**src/rtl/swrd_pkg.sv**
```systemverilog
package swrd_pkg;

    localparam int          MB8_W    = 8;
    localparam int          MB4_W    = 4;
    localparam logic [7:0]  MB8_TRUE = 8'h96;
    localparam logic [3:0]  MB4_TRUE = 4'h6;

    // Status register layout
    localparam int STS_W      = 4;
    localparam int REPEAT_BIT = 0;

endpackage

```
**src/rtl/swrd_mubi_gate.sv**
```systemverilog
// Opens a path only when every multi-bit enable input carries its exact true code.
module swrd_mubi_gate #(
    parameter int          NUM_EN = 2,
    parameter int          W      = 4,
    parameter logic [W-1:0] TRUE_VAL = '0
) (
    input  logic [NUM_EN-1:0][W-1:0] code_i,
    output logic                     open_o
);
    logic [NUM_EN-1:0] match;

    for (genvar g = 0; g < NUM_EN; g++) begin : g_match
        assign match[g] = (code_i[g] == TRUE_VAL);
    end

    assign open_o = &match;
endmodule

```
**src/rtl/swrd_repeat_det.sv**
```systemverilog
// Remembers the last popped word and reports when the next one equals it.
module swrd_repeat_det #(
    parameter int DW = 32
) (
    input  logic          clk,
    input  logic          rst_n,
    input  logic          pop_i,
    input  logic [DW-1:0] word_i,
    output logic          repeat_o
);
    typedef struct packed {
        logic [DW-1:0] prev;
        logic          have;
    } det_t;

    det_t det_d, det_q;

    always_comb begin
        det_d    = det_q;
        repeat_o = pop_i && det_q.have && (word_i == det_q.prev);
        if (pop_i) begin
            det_d.prev = word_i;
            det_d.have = 1'b1;
        end
    end

    always_ff @(posedge clk or negedge rst_n) begin
        if (!rst_n) det_q <= '0;
        else        det_q <= det_d;
    end
endmodule

```
**src/rtl/swrd_alert_sts.sv**
```systemverilog
// Sticky write-1-to-clear status; a set in the same cycle beats a clear.
module swrd_alert_sts #(
    parameter int W = 4
) (
    input  logic         clk,
    input  logic         rst_n,
    input  logic [W-1:0] set_i,
    input  logic         wr_i,
    input  logic [W-1:0] wdata_i,
    output logic [W-1:0] sts_o,
    output logic         alert_o
);
    logic [W-1:0] sts_d, sts_q;
    logic [W-1:0] clr_mask;

    always_comb begin
        clr_mask = wr_i ? wdata_i : '0;
        sts_d    = (sts_q & ~clr_mask) | set_i;
    end

    always_ff @(posedge clk or negedge rst_n) begin
        if (!rst_n) sts_q <= '0;
        else        sts_q <= sts_d;
    end

    assign sts_o   = sts_q;
    assign alert_o = |sts_q;
endmodule

```
**src/rtl/swrd_guard.sv**
```systemverilog
module swrd_guard
    import swrd_pkg::*;
#(
    parameter int DW = 32
) (
    input  logic              clk,
    input  logic              rst_n,
    input  logic [MB8_W-1:0]  otp_en_i,
    input  logic [MB4_W-1:0]  gen_ctl_i,
    input  logic [MB4_W-1:0]  st_ctl_i,
    input  logic              fifo_valid_i,
    input  logic [DW-1:0]     fifo_data_i,
    output logic              fifo_pop_o,
    input  logic              rd_req_i,
    output logic [DW-1:0]     rd_data_o,
    output logic              rd_ack_o,
    input  logic              st_req_i,
    input  logic [DW-1:0]     st_data_i,
    output logic [DW-1:0]     st_data_o,
    output logic              st_ack_o,
    input  logic              sts_wr_i,
    input  logic [STS_W-1:0]  sts_wdata_i,
    output logic [STS_W-1:0]  sts_o,
    output logic              alert_o
);
    typedef struct packed {
        logic [DW-1:0] rd_data;
        logic          rd_ack;
        logic [DW-1:0] st_data;
        logic          st_ack;
    } port_t;

    port_t r_d, r_q;

    logic otp_open;
    logic gen_open;
    logic st_open;
    logic pop;
    logic rep_hit;
    logic [STS_W-1:0] sts_set;

    swrd_mubi_gate #(.NUM_EN(1), .W(MB8_W), .TRUE_VAL(MB8_TRUE)) u_otp_gate (
        .code_i (otp_en_i),
        .open_o (otp_open)
    );

    swrd_mubi_gate #(.NUM_EN(1), .W(MB4_W), .TRUE_VAL(MB4_TRUE)) u_gen_gate (
        .code_i (gen_ctl_i),
        .open_o (gen_open)
    );

    swrd_mubi_gate #(.NUM_EN(1), .W(MB4_W), .TRUE_VAL(MB4_TRUE)) u_st_gate (
        .code_i (st_ctl_i),
        .open_o (st_open)
    );

    assign pop = rd_req_i && otp_open && gen_open && fifo_valid_i;

    swrd_repeat_det #(.DW(DW)) u_rep (
        .clk      (clk),
        .rst_n    (rst_n),
        .pop_i    (pop),
        .word_i   (fifo_data_i),
        .repeat_o (rep_hit)
    );

    always_comb begin
        sts_set             = '0;
        sts_set[REPEAT_BIT] = rep_hit;
    end

    swrd_alert_sts #(.W(STS_W)) u_sts (
        .clk     (clk),
        .rst_n   (rst_n),
        .set_i   (sts_set),
        .wr_i    (sts_wr_i),
        .wdata_i (sts_wdata_i),
        .sts_o   (sts_o),
        .alert_o (alert_o)
    );

    always_comb begin
        r_d         = r_q;
        r_d.rd_ack  = rd_req_i;
        r_d.st_ack  = st_req_i;
        if (rd_req_i) r_d.rd_data = pop ? fifo_data_i : '0;
        if (st_req_i) r_d.st_data = (otp_open && st_open) ? st_data_i : '0;
    end

    always_ff @(posedge clk or negedge rst_n) begin
        if (!rst_n) r_q <= '0;
        else        r_q <= r_d;
    end

    assign fifo_pop_o = pop;
    assign rd_data_o  = r_q.rd_data;
    assign rd_ack_o   = r_q.rd_ack;
    assign st_data_o  = r_q.st_data;
    assign st_ack_o   = r_q.st_ack;
endmodule

```
**config.mk**
```make
export PLATFORM = sky130hd
export DESIGN_NAME = swrd_guard
export DESIGN_NICKNAME = d
export VERILOG_FILES = /design/src/rtl/swrd_pkg.sv /design/src/rtl/swrd_mubi_gate.sv /design/src/rtl/swrd_repeat_det.sv /design/src/rtl/swrd_alert_sts.sv /design/src/rtl/swrd_guard.sv
export SDC_FILE = /design/constraint.sdc
export NUM_CORES = 1
export LEC_CHECK = 0
export BUFFER_PORTS_ARGS = -buffer_cell sky130_fd_sc_hd__buf_2
export CAP_MARGIN = 20
export CORE_MARGIN = 2
export CORE_UTILIZATION = 35
export DETAILED_ROUTE_END_ITERATION = 8
export GPL_TIMING_DRIVEN = 0
export SLEW_MARGIN = 5
export SYNTH_ARGS = -nofsm -noshare
export SYNTH_HDL_FRONTEND = slang
export SYNTH_SLANG_ARGS = --single-unit
```
**constraint.sdc**
```tcl
create_clock -name clk -period 4.6 [get_ports clk]
set_clock_uncertainty 0.1 [all_clocks]
set_input_delay 0.69 -clock clk [delete_from_list [all_inputs] [get_ports clk]]
set_output_delay 0.69 -clock clk [all_outputs]
set_load 0.01 [all_outputs]
```
==> impl.org <==
** Pwr
- Total power for the finished layout comes to 1.80 mW.
- Summed over all cells, the static leakage comes to 2.89 nW.
- Power spread over the standard cell area amounts to 325 mW/mm^2.
- IR drop worst, VDD :: 0.135 mV

** Floorplan
- Measured along the x axis, the die boundary spans 114 um.
- In this run the vertical extent of the chip is 114 um.
- Row count :: 40
- Starting Density :: 35.5%
- The floorplan step defined a core boundary enclosing 0.0119 mm^2.
- # IOs :: 162
- The die covers 0.0130 mm^2.

** Synthesis
- Dominant register cell in the synthesized netlist :: dfrtp_1
- Cell with the most instances after synthesis :: dfrtp_1
- For this run, asynchronously set or reset flops after synthesis account for 100%.
- Synth top cells by count :: dfrtp_1 (103), inv_1 (96), o21ai_0 (91)
- Counting flops and latches in the post-synthesis netlist gives 103.
- Area fraction of the dominant cell type after synthesis :: 61.0%
- Leading cell types by total area after synthesis :: dfrtp_1 (61%), o21ai_0 (11%), inv_1 (8.5%), nand2_1 (6.0%), xnor2_1 (3.5%)
- Count of distinct cell types in the synthesized netlist :: 21
- Number of cells produced by synthesis :: 433
- Post-Synthesis Cell Area :: 0.00422 mm^2
- The synthesized design spends more area on one cell type than any other, namely dfrtp_1.
- The synthesized design contains 0 enable-type register cells.
- Synthesized netlist net count :: 523
- The Yosys step of the flow raised 0 warnings.
- Dividing the synthesized area by the synthesized cell count gives 9.75 um^2.
- Share of synthesized area occupied by flip-flops and latches :: 61.0%

** Run status
- The flow ran to the end, and the final reports show no timing, DRC or antenna violations.

** Clock network
- Total number of clock tree sinks :: 103
- Post-CTS timing repair inserted 0 buffers for setup.
- Counting along the longest clock path gives a buffer depth of 2.
- At the later pin of the worst-skew pair, clock insertion delay measures 340 ps.
- Counting the buffers created by CTS gives 9.
- The clock tree synthesis step divided the H-tree into 3 levels.
- Clock-pin slew was measured on the worst setup and hold paths at 70 ps.
- CTS placed an instance of clkbuf_16 at the clock tree root.
- Post-CTS repair changed the size of 0 cells.
- Hold_buf cts :: 0
- Clock tree from TritonCTS :: built

** STA
- Worst slew margin relative to its limit :: 59.0%
- Setup violations remaining at the end of the flow were counted as 0.
- Unrepaired setup endpoints after global routing :: no
- The final-report hold violation count came to 0.
- The clock period could shrink to 2900 ps.
- For this run, the top clock speed supported by timing is 0.344 GHz.
- Setup slack on the critical path of the routed design comes to 1700 ps.
- Period utilisation layout :: 63.1%
- Hold timing on the final database bottoms out at a slack of 250 ps.
- For the final routed database, the setup TNS stands at 0 ps.
- Actual slew at the worst max-slew pin :: 615 ps
- Total count of max-transition violations in the final report :: 0

** Worst setup path
- Startpoint types :: input port
- For the worst setup path, the data arrival time is 2110 ps.
- Startpoint of the lowest-slack register-to-register path :: u_rep.det_q[4]
- Endpoint kind of the worst setup timing path :: primary output
- Data on the critical path is required at its endpoint by 3810 ps.
- In this run the critical register-to-register path is captured at u_sts.sts_o[0].
- Critical path start-end classification :: in2out
- Worst-case register-to-register setup slack :: 2960 ps
- For the worst flop-to-flop path, the logic depth is 5.
- Worst-path fanout max :: 10

** Run
- The tool flagged a number of max-cap violations equal to 0.

** Drt
- The detailed router placed 3428 vias in this run.
- Iteration count of the initial detailed-routing pass :: 4
- Detail-routed net length per standard cell :: 14.2 um
- The detail route stage leaves a number of antenna-violating nets equal to 0.
- In the routed design, unresolved DRC markers number 0.
- Routed wire length :: 10700 um
- Via-to-Cell Ratio :: 4.52
- In this run, the number of DRC markers left after iteration 0 of detailed routing was 119.

** Place
- Post-placement setup slack :: 1660 ps
- During placement, the flow inserted port buffers numbering 161.
- Routability congestion estimate from global placement :: 0.799
- After legalization and detailed placement, the total HPWL measured 7890 um.

** Cells and area
- Fillcell total :: 1175
- Number of antenna diodes :: 0
- Fin util :: 46.6%
- At the end of the flow, the number of nets in the layout was 696.
- Of the cells placed in the final design, the portion with a size suffix greater than 1 is 30.8%.
- Compared with the post-synthesis result, the final layout area differs by 31.5%.

** Global route
- Entering global routing, the biggest net connects 60 pins.
- The first global-routing pass estimated 17200 um of wire.
- Global routing used 17.2% of the available tracks.
- Antenna violations before repair :: 0
- The via count of the first global-routing pass came to 3486.
- Total grt overflow :: 0

** Hold path
- Type of the worst min-delay path :: in2async
how the worst max path moves through the flow:
stage,cells past startpoint,slack (ps),from,to
after floorplan,5,2120,otp_en_i[6],fifo_pop_o
after global placement,1,1590,rst_n,st_data_o[5]
after detailed placement,7,1660,otp_en_i[6],fifo_pop_o
after CTS,7,1660,otp_en_i[6],fifo_pop_o
after global routing,7,1610,otp_en_i[6],fifo_pop_o
final,7,1700,otp_en_i[6],fifo_pop_o
cell type report:
type / instances / area, um^2 / area share, %
Clock inverter: 3 / 40.0 / 0.721
Tap cell: 147 / 184 / 3.31
Sequential cell: 103 / 2580 / 46.4
Inverter: 96 / 360 / 6.49
Timing Repair Buffer: 162 / 836 / 15.1
Buffer: 16 / 87.6 / 1.58
Clock buffer: 13 / 270 / 4.87
Multi-Input combinational cell: 218 / 1200 / 21.6
stage by stage:
stage,cells,cell area (um^2)
floorplan,433,4220
global placement,741,5210
detailed placement,742,5240
CTS,758,5550
global route,758,5550
finish,758,5550
layer usage:
layer,vias up,GRT usage [%],routed length [um]
met1,1593,22.9,4910
met2,137,27.3,4910
met5,-,0,0
met3,12,4.30,731
met4,0,6.34,172
li1,1686,-,-
state kept, by name (all words and copies together) (netlist names):
name and cells:
rd_ack_o 1, rd_data_o 32, st_ack_o 1, st_data_o 32, u_rep.det_q 33, u_sts.sts_o 4
critical path, stage by stage:
cell,delay (ps)
buf_2,90
and4bb_1,240
nand2_1,120
nor4b_4,370
buf_4,260
buf_4,190
buf_2,140
placed cells by master, fill, tap and decap left out, types with 6 or more instances in the layout:
cell type,synthesis,routed
inv_1,96,96
nand2_1,67,67
clkbuf_1,8,9
xor2_1,15,15
dfrtp_1,103,103
o21ai_1,6,6
o21ai_0,91,91
clkbuf_16,0,9
xnor2_1,17,17
buf_2,4,164
nand4_1,6,6
where the power goes:
group	total [mW]	switching [mW]	internal (mW)
Combinational	0.0971	0.0547	0.0424
Clock	0.797	0.331	0.465
Sequential	0.909	0.00114	0.907
logic make-up after synthesis:
logic type      after synthesis  synth area share (%)
compound gates              100                  12.0
xor+xnor                     32                  6.64
buf+inv                     112                  10.6
flops                       103                  61.0
simple gates                 86                  9.69
Note: power is estimated with default switching activity, not from simulation.
